File: config.mk
export PLATFORM = sky130hd
export DESIGN_NAME = wide_blk_tx
export DESIGN_NICKNAME = d
export VERILOG_FILES = /design/src/rtl/wbt_pkg.sv /design/src/rtl/wbt_lane.sv /design/src/rtl/wbt_ctrl.sv /design/src/rtl/wide_blk_tx.sv
export SDC_FILE = /design/constraint.sdc
export NUM_CORES = 1
export LEC_CHECK = 0
export ABC_AREA = 1
export BUFFER_PORTS_ARGS = -buffer_cell sky130_fd_sc_hd__buf_2
export CORE_MARGIN = 4
export CORE_UTILIZATION = 40
export CTS_CLUSTER_DIAMETER = 30
export DETAILED_ROUTE_END_ITERATION = 8
export GPL_ROUTABILITY_DRIVEN = 0
export SYNTH_ARGS = -nofsm -noshare
export SYNTH_HDL_FRONTEND = slang
export SYNTH_SLANG_ARGS = --single-unit
export TNS_END_PERCENT = 1
File: constraint.sdc
create_clock -name clk -period 1.6 [get_ports clk]
set_input_delay 0.32 -clock clk [delete_from_list [all_inputs] [get_ports clk]]
set_output_delay 0.32 -clock clk [all_outputs]
set_load 0.02 [all_outputs]
File: src/rtl/wbt_pkg.sv
package wbt_pkg;

  localparam int CRC_W = 16;
  localparam logic [CRC_W-1:0] CRC_POLY = 16'h1021;

  typedef enum logic [2:0] {
    ST_IDLE,
    ST_SOF,
    ST_DAT,
    ST_CRC,
    ST_EOB,
    ST_TAIL
  } wbt_state_e;

  // one serial step of the per-lane checksum
  function automatic logic [CRC_W-1:0] crc_step(input logic [CRC_W-1:0] c, input logic d);
    logic fb;
    fb = d ^ c[CRC_W-1];
    return {c[CRC_W-2:0], 1'b0} ^ (fb ? CRC_POLY : '0);
  endfunction

endpackage

File: src/rtl/wbt_lane.sv
module wbt_lane
  import wbt_pkg::*;
(
  input  logic clk,
  input  logic rst_n,
  input  logic ev_sof,
  input  logic ev_dat,
  input  logic ev_crc,
  input  logic ev_eob,
  input  logic din,
  output logic line_o
);

  logic [CRC_W-1:0] crc_q;

  always_ff @(posedge clk or negedge rst_n) begin
    if (!rst_n) begin
      line_o <= 1'b1;
      crc_q  <= '0;
    end else if (ev_sof) begin
      line_o <= 1'b0;
      crc_q  <= '0;
    end else if (ev_dat) begin
      line_o <= din;
      crc_q  <= crc_step(crc_q, din);
    end else if (ev_crc) begin
      line_o <= crc_q[CRC_W-1];
      crc_q  <= {crc_q[CRC_W-2:0], 1'b0};
    end else if (ev_eob) begin
      line_o <= 1'b1;
    end
  end


  lane_ev_onehot_chk: assert property (@(posedge clk) disable iff (!rst_n)
    $onehot0({ev_sof, ev_dat, ev_crc, ev_eob}));

endmodule

File: src/rtl/wbt_ctrl.sv
module wbt_ctrl
  import wbt_pkg::*;
#(
  parameter int LEN_W = 11
) (
  input  logic             clk,
  input  logic             rst_n,
  input  logic             bit_tick,
  input  logic             start,
  input  logic [LEN_W-1:0] blk_len,
  input  logic             in_valid,
  output logic             in_ready,
  output logic             card_clk_en,
  output logic             ev_sof,
  output logic             ev_dat,
  output logic             ev_crc,
  output logic             ev_eob,
  output logic             oe_o,
  output logic             busy_o,
  output logic             done_o
);

  localparam int CCW = $clog2(CRC_W);

  wbt_state_e       state_q;
  logic [LEN_W-1:0] cnt_q;
  logic [CCW-1:0]   crc_cnt_q;
  logic             byte_due, stall, ev_tail;

  assign byte_due    = (state_q == ST_DAT);
  assign stall       = byte_due & ~in_valid;
  assign card_clk_en = bit_tick & ~stall;
  assign in_ready    = byte_due & bit_tick;
  assign ev_sof      = bit_tick & (state_q == ST_SOF);
  assign ev_dat      = in_ready & in_valid;
  assign ev_crc      = bit_tick & (state_q == ST_CRC);
  assign ev_eob      = bit_tick & (state_q == ST_EOB);
  assign ev_tail     = bit_tick & (state_q == ST_TAIL);
  assign busy_o      = (state_q != ST_IDLE);

  always_ff @(posedge clk or negedge rst_n) begin
    if (!rst_n) begin
      state_q   <= ST_IDLE;
      cnt_q     <= '0;
      crc_cnt_q <= '0;
      oe_o      <= 1'b0;
      done_o    <= 1'b0;
    end else begin
      done_o <= 1'b0;
      case (state_q)
        ST_IDLE: if (start) begin
          cnt_q   <= blk_len;
          state_q <= ST_SOF;
        end
        ST_SOF: if (ev_sof) begin
          oe_o    <= 1'b1;
          state_q <= ST_DAT;
        end
        ST_DAT: if (ev_dat) begin
          if (cnt_q == '0) begin
            state_q   <= ST_CRC;
            crc_cnt_q <= CCW'(CRC_W - 1);
          end else begin
            cnt_q <= cnt_q - 1'b1;
          end
        end
        ST_CRC: if (ev_crc) begin
          if (crc_cnt_q == '0) state_q <= ST_EOB;
          else crc_cnt_q <= crc_cnt_q - 1'b1;
        end
        ST_EOB: if (ev_eob) state_q <= ST_TAIL;
        ST_TAIL: if (ev_tail) begin
          oe_o    <= 1'b0;
          done_o  <= 1'b1;
          state_q <= ST_IDLE;
        end
        default: state_q <= ST_IDLE;
      endcase
    end
  end


  done_pulse_chk: assert property (@(posedge clk) disable iff (!rst_n)
    done_o |=> !done_o);


  data_end_chk: assert property (@(posedge clk) disable iff (!rst_n)
    $rose(state_q == ST_CRC) |-> $past(ev_dat));


  take_ce_chk: assert property (@(posedge clk) disable iff (!rst_n)
    ev_dat |-> card_clk_en);

endmodule

File: src/rtl/wide_blk_tx.sv
module wide_blk_tx
  import wbt_pkg::*;
#(
  parameter int LANES     = 8,
  parameter int MAX_BYTES = 2048,
  parameter int LEN_W     = $clog2(MAX_BYTES)
) (
  input  logic             clk,
  input  logic             rst_n,
  input  logic             bit_tick,
  input  logic             start,
  input  logic [LEN_W-1:0] blk_len,
  input  logic             in_valid,
  input  logic [LANES-1:0] in_data,
  output logic             in_ready,
  output logic             card_clk_en,
  output logic [LANES-1:0] dat_o,
  output logic             dat_oe,
  output logic             busy,
  output logic             done
);

  logic ev_sof, ev_dat, ev_crc, ev_eob;

  wbt_ctrl #(.LEN_W(LEN_W)) u_ctrl (
    .clk(clk), .rst_n(rst_n), .bit_tick(bit_tick), .start(start),
    .blk_len(blk_len), .in_valid(in_valid), .in_ready(in_ready),
    .card_clk_en(card_clk_en), .ev_sof(ev_sof), .ev_dat(ev_dat),
    .ev_crc(ev_crc), .ev_eob(ev_eob), .oe_o(dat_oe), .busy_o(busy),
    .done_o(done)
  );

  for (genvar g = 0; g < LANES; g++) begin : g_lane
    wbt_lane u_lane (
      .clk(clk), .rst_n(rst_n), .ev_sof(ev_sof), .ev_dat(ev_dat),
      .ev_crc(ev_crc), .ev_eob(ev_eob), .din(in_data[g]), .line_o(dat_o[g])
    );
  end


  idle_high_chk: assert property (@(posedge clk) disable iff (!rst_n)
    !dat_oe |-> (dat_o == '1));


  sof_low_chk: assert property (@(posedge clk) disable iff (!rst_n)
    $rose(dat_oe) |-> (dat_o == '0));


  hold_chk: assert property (@(posedge clk) disable iff (!rst_n)
    !card_clk_en |=> ($stable(dat_o) && $stable(dat_oe)));


  done_release_chk: assert property (@(posedge clk) disable iff (!rst_n)
    $fell(dat_oe) |-> done);

endmodule

==> results.yml <==
final_layout:
  final_layout_size_suffix_gt1_frac: 0.205
  layout.filler_cells: 1533
  multiInputGateArea_um2: 2330
  area.growth.synth_to_final_pct: 22.5
  post_route_cell_area_um2: 8380
  nNetsFinal: 868
  antennaDiodeCount: 0
  sequential_cell_area_um2: 3920
worst_setup_path:
  worst-r2r-setup-slack_ns: -0.04
  worstPathMaxFanout: 4
  critPathLaunchType: "flip-flop"
  slowest_stage: "dfrtp_1"
  criticalPathCategory: "flip-flop to primary output"
  worstReg2RegEnd: "u_ctrl.crc_cnt_q[1]$_DFFE_PN0P_"
  cp_slowest_stage_delay_ns: 0.42
  critical_path.most_common_cell: "buf_6"
  worst-r2r-cell-count: 10
  worst_ep_required_time_ns: 1.28
  critical_path_arrival_ns: 1.46
  endpoint_kind: "primary output"
  crit_chain: "buf_6 > nand2_4 > nor2_4 > buf_6 > a21oi_4 > buf_6"
  reg2reg_from: "u_ctrl.state_q[1]$_DFFE_PN0P_"
synthesis:
  asyncSetResetFlopFracSynth: 1.00
  postSynthAreaPerCell_um2: 8.88
  postSynthRegisterBits: 156
  number_of_enable_type_register_cells_in_the_synthesized_netlist: 0
  dominant_cells_by_area_after_synthesis: "dfrtp_1, nand2_1, o22ai_1"
  synth.top_cells.by_count: "nand2_1, dfrtp_1, inv_1"
  synthCells: 770
  syn-cell-area_um2: 6840
  yosys_warnings: 0
  yosys.area.top_type_share: 0.542
  syn_nets: 796
  post_synth_num_cell_types: 30
  synth_top_cell_by_area: "dfrtp_1"
  yosysSeqAreaShare: 0.573
  synthMostInstantiatedCell: "nand2_1"
  postSynth.topFlopCell: "dfrtp_1"
place:
  buffer_ports.inserted: 36
  dp_hpwl_um: 9570
  detailed_place.area_um2: 7510
  dp_slack_ns: -0.129
floorplanning:
  initial_core_util: 0.411
  die_w_um: 139
  num_rows: 47
  core_region_area_um2: 16600
  design.portCount: 37
  die_height_um: 139
  die_area_um2: 19200
route:
  routed_via_density: 4.78
  drt_iter0_drc: 258
  drt_first_pass_iters: 4
  wl_per_cell_um: 13.7
  detailroute.via_count: 5141
  drt.antenna.violating_nets: 0
  drc_errors: 0
  detail_route.wirelength_um: 14700
worst_hold_path:
  hold_path_class: "primary input to flip-flop"
  holdPathStages: 5
  hold_path_startpoint: "blk_len[3]"
  holdPathEnd: "u_ctrl.cnt_q[3]$_DFFE_PN0P_"
timing:
  count_of_endpoints_failing_setup_in_the_final_report: 87
  tightest_slew_ns: 0.385
  fin_hold_ws_ns: 0.189
  max_freq_ghz: 0.561
  final.period_utilization: 1.11
  hold_violations: 0
  fin_tns_setup_ns: -2.64
  timing.final.max_slew_violations: 0
  worst_slack_ns: -0.182
  layout_min_cycle_time_ns: 1.78
  slew_headroom: 0.743
  grt_setup_unrepaired: "yes"
  final_skew_ns: 0.00777
global_route:
  gr_overflow_total: 0
  grt_pass1_wl_um: 25200
  vias_in_the_first_global_route: 5094
  globalRouteTotalUtil: 0.159
  antenna_found_initial: 0
  pin_count_of_the_biggest_net_entering_global_routing: 42
power:
  cellLeakagePower_nw: 4.14
  p_total_w: 0.0165
  worst_ir_drop_vdd_uv: 1010
  power_density_nw_per_um2: 1970
clock_tree:
  tritoncts.num_buffers: 17
  cts_tree: "yes"
  clock_sinks: 156
  path_clk_slew_ns: 0.06
  cts_htree_levels: 4
  buffer_type_at_the_clock_tree_root: "clkbuf_16"
  clk-insertion-delay-late_ns: 0.42
  maximum_root_to_sink_buffer_count: 2
run_status:
  violations: "setup timing"
  status: "finished, violations left"
run:
  maxCapViolCount: 0
critical path, delay by kind of cell (launching register included):
kind / cells / cell delay [ns]
buffers and inverters: 3 / 0.39
flip-flops: 1 / 0.42
AND/OR/NAND/NOR: 2 / 0.12
AO/OA/AOI/OAI: 1 / 0.12
state kept, by name (all words and copies together) (netlist names):
signal,flops
g_lane.u_lane.line_o,8
u_ctrl.crc_cnt_q,4
u_ctrl.cnt_q,11
u_ctrl.oe_o,1
u_ctrl.state_q,3
u_ctrl.done_o,1
g_lane.u_lane.crc_q,128
cell families (layout without fill, tap and decap cells):
kind of cell	count (synthesis)	count (layout)	share of synthesized area
xor+xnor	10	10	0.0128
buf+inv	175	260	0.109
compound gates	143	143	0.122
simple gates	284	284	0.180
fa+ha+maj	2	2	0.00366
flops	156	156	0.573
placed cells by master (no fill, tap or decap), types with 2 or more instances in the layout:
| cell type | n |
|---|---|
| inv_2 | 6 |
| inv_1 | 127 |
| xnor2_1 | 10 |
| nand2_2 | 4 |
| dfstp_2 | 8 |
| nor2_4 | 6 |
| buf_12 | 9 |
| o21ai_1 | 17 |
| nand2_1 | 197 |
| o21ai_0 | 30 |
| clkinv_4 | 2 |
| inv_6 | 4 |
| o22ai_2 | 7 |
| dfrtp_1 | 147 |
| nand3b_1 | 8 |
| clkinvlp_4 | 3 |
| o22ai_1 | 81 |
| nor2_2 | 2 |
| buf_4 | 41 |
| o21ai_2 | 2 |
| buf_6 | 10 |
| buf_2 | 32 |
| clkinv_2 | 3 |
| nand3_1 | 30 |
| o21bai_1 | 2 |
| ha_1 | 2 |
| clkbuf_16 | 17 |
| nand4_1 | 8 |
| nor2_1 | 18 |
| clkbuf_8 | 2 |
| nand2_4 | 6 |
where the power goes:
part           leakage, nW  total (W)  switching, W  internal [W]
sequential            2.10    0.00628      0.000712       0.00557
clock                0.275    0.00385       0.00161       0.00224
combinational         1.77    0.00640       0.00381       0.00259
total                 4.14     0.0165       0.00613        0.0104
routing by layer:
metal,part of all wire,global-route usage,up-vias,wire [um]
met4,0.0072,0.0453,0,105
met1,0.50,0.228,2456,7300
li1,-,-,2615,-
met2,0.46,0.240,58,6800
met5,0,0,-,0
met3,0.032,0.0410,12,468
through the flow:
step,util,std cells
2_1_floorplan,-,770
3_3_place_gp,0.451,1036
3_5_place_dp,0.451,1036
4_1_cts,0.492,1072
5_1_grt,0.503,1075
6_report,0.503,1075
worst max-delay path by stage:
| stage | endpoint | cells past startpoint | startpoint | slack, ns |
|---|---|---|---|---|
| floorplan | card_clk_en | 5 | u_ctrl.state_q[2]$_DFFE_PN0P_ | 0.004 |
| global placement | u_ctrl.state_q[2]$_DFFE_PN0P_ | 9 | bit_tick | -0.1 |
| detailed placement | g_lane[0].u_lane.crc_q[5]$_DFFE_PN0P_ | 7 | u_ctrl.state_q[2]$_DFFE_PN0P_ | -0.13 |
| CTS | card_clk_en | 6 | u_ctrl.state_q[1]$_DFFE_PN0P_ | -0.22 |
| global route | card_clk_en | 6 | u_ctrl.state_q[1]$_DFFE_PN0P_ | -0.26 |
| finish | card_clk_en | 6 | u_ctrl.state_q[1]$_DFFE_PN0P_ | -0.18 |
cell type report:
type	count	share of cell area
inverters	135	0.0617
clock inverters	12	0.0136
well taps	220	0.0329
clock buffers	20	0.0545
repair buffers	93	0.0920
flip-flops and latches	156	0.467
multi-input cells	439	0.278
what timing repair did:
action	CTS	global route
endpoints found under the setup margin	112	157
gates resized for setup	27	45
buffers inserted	3	3
hold buffers	1	0
pin swaps	7	7
endpoints found under the hold margin	26	0
Power figures use the tool's default switching activity.
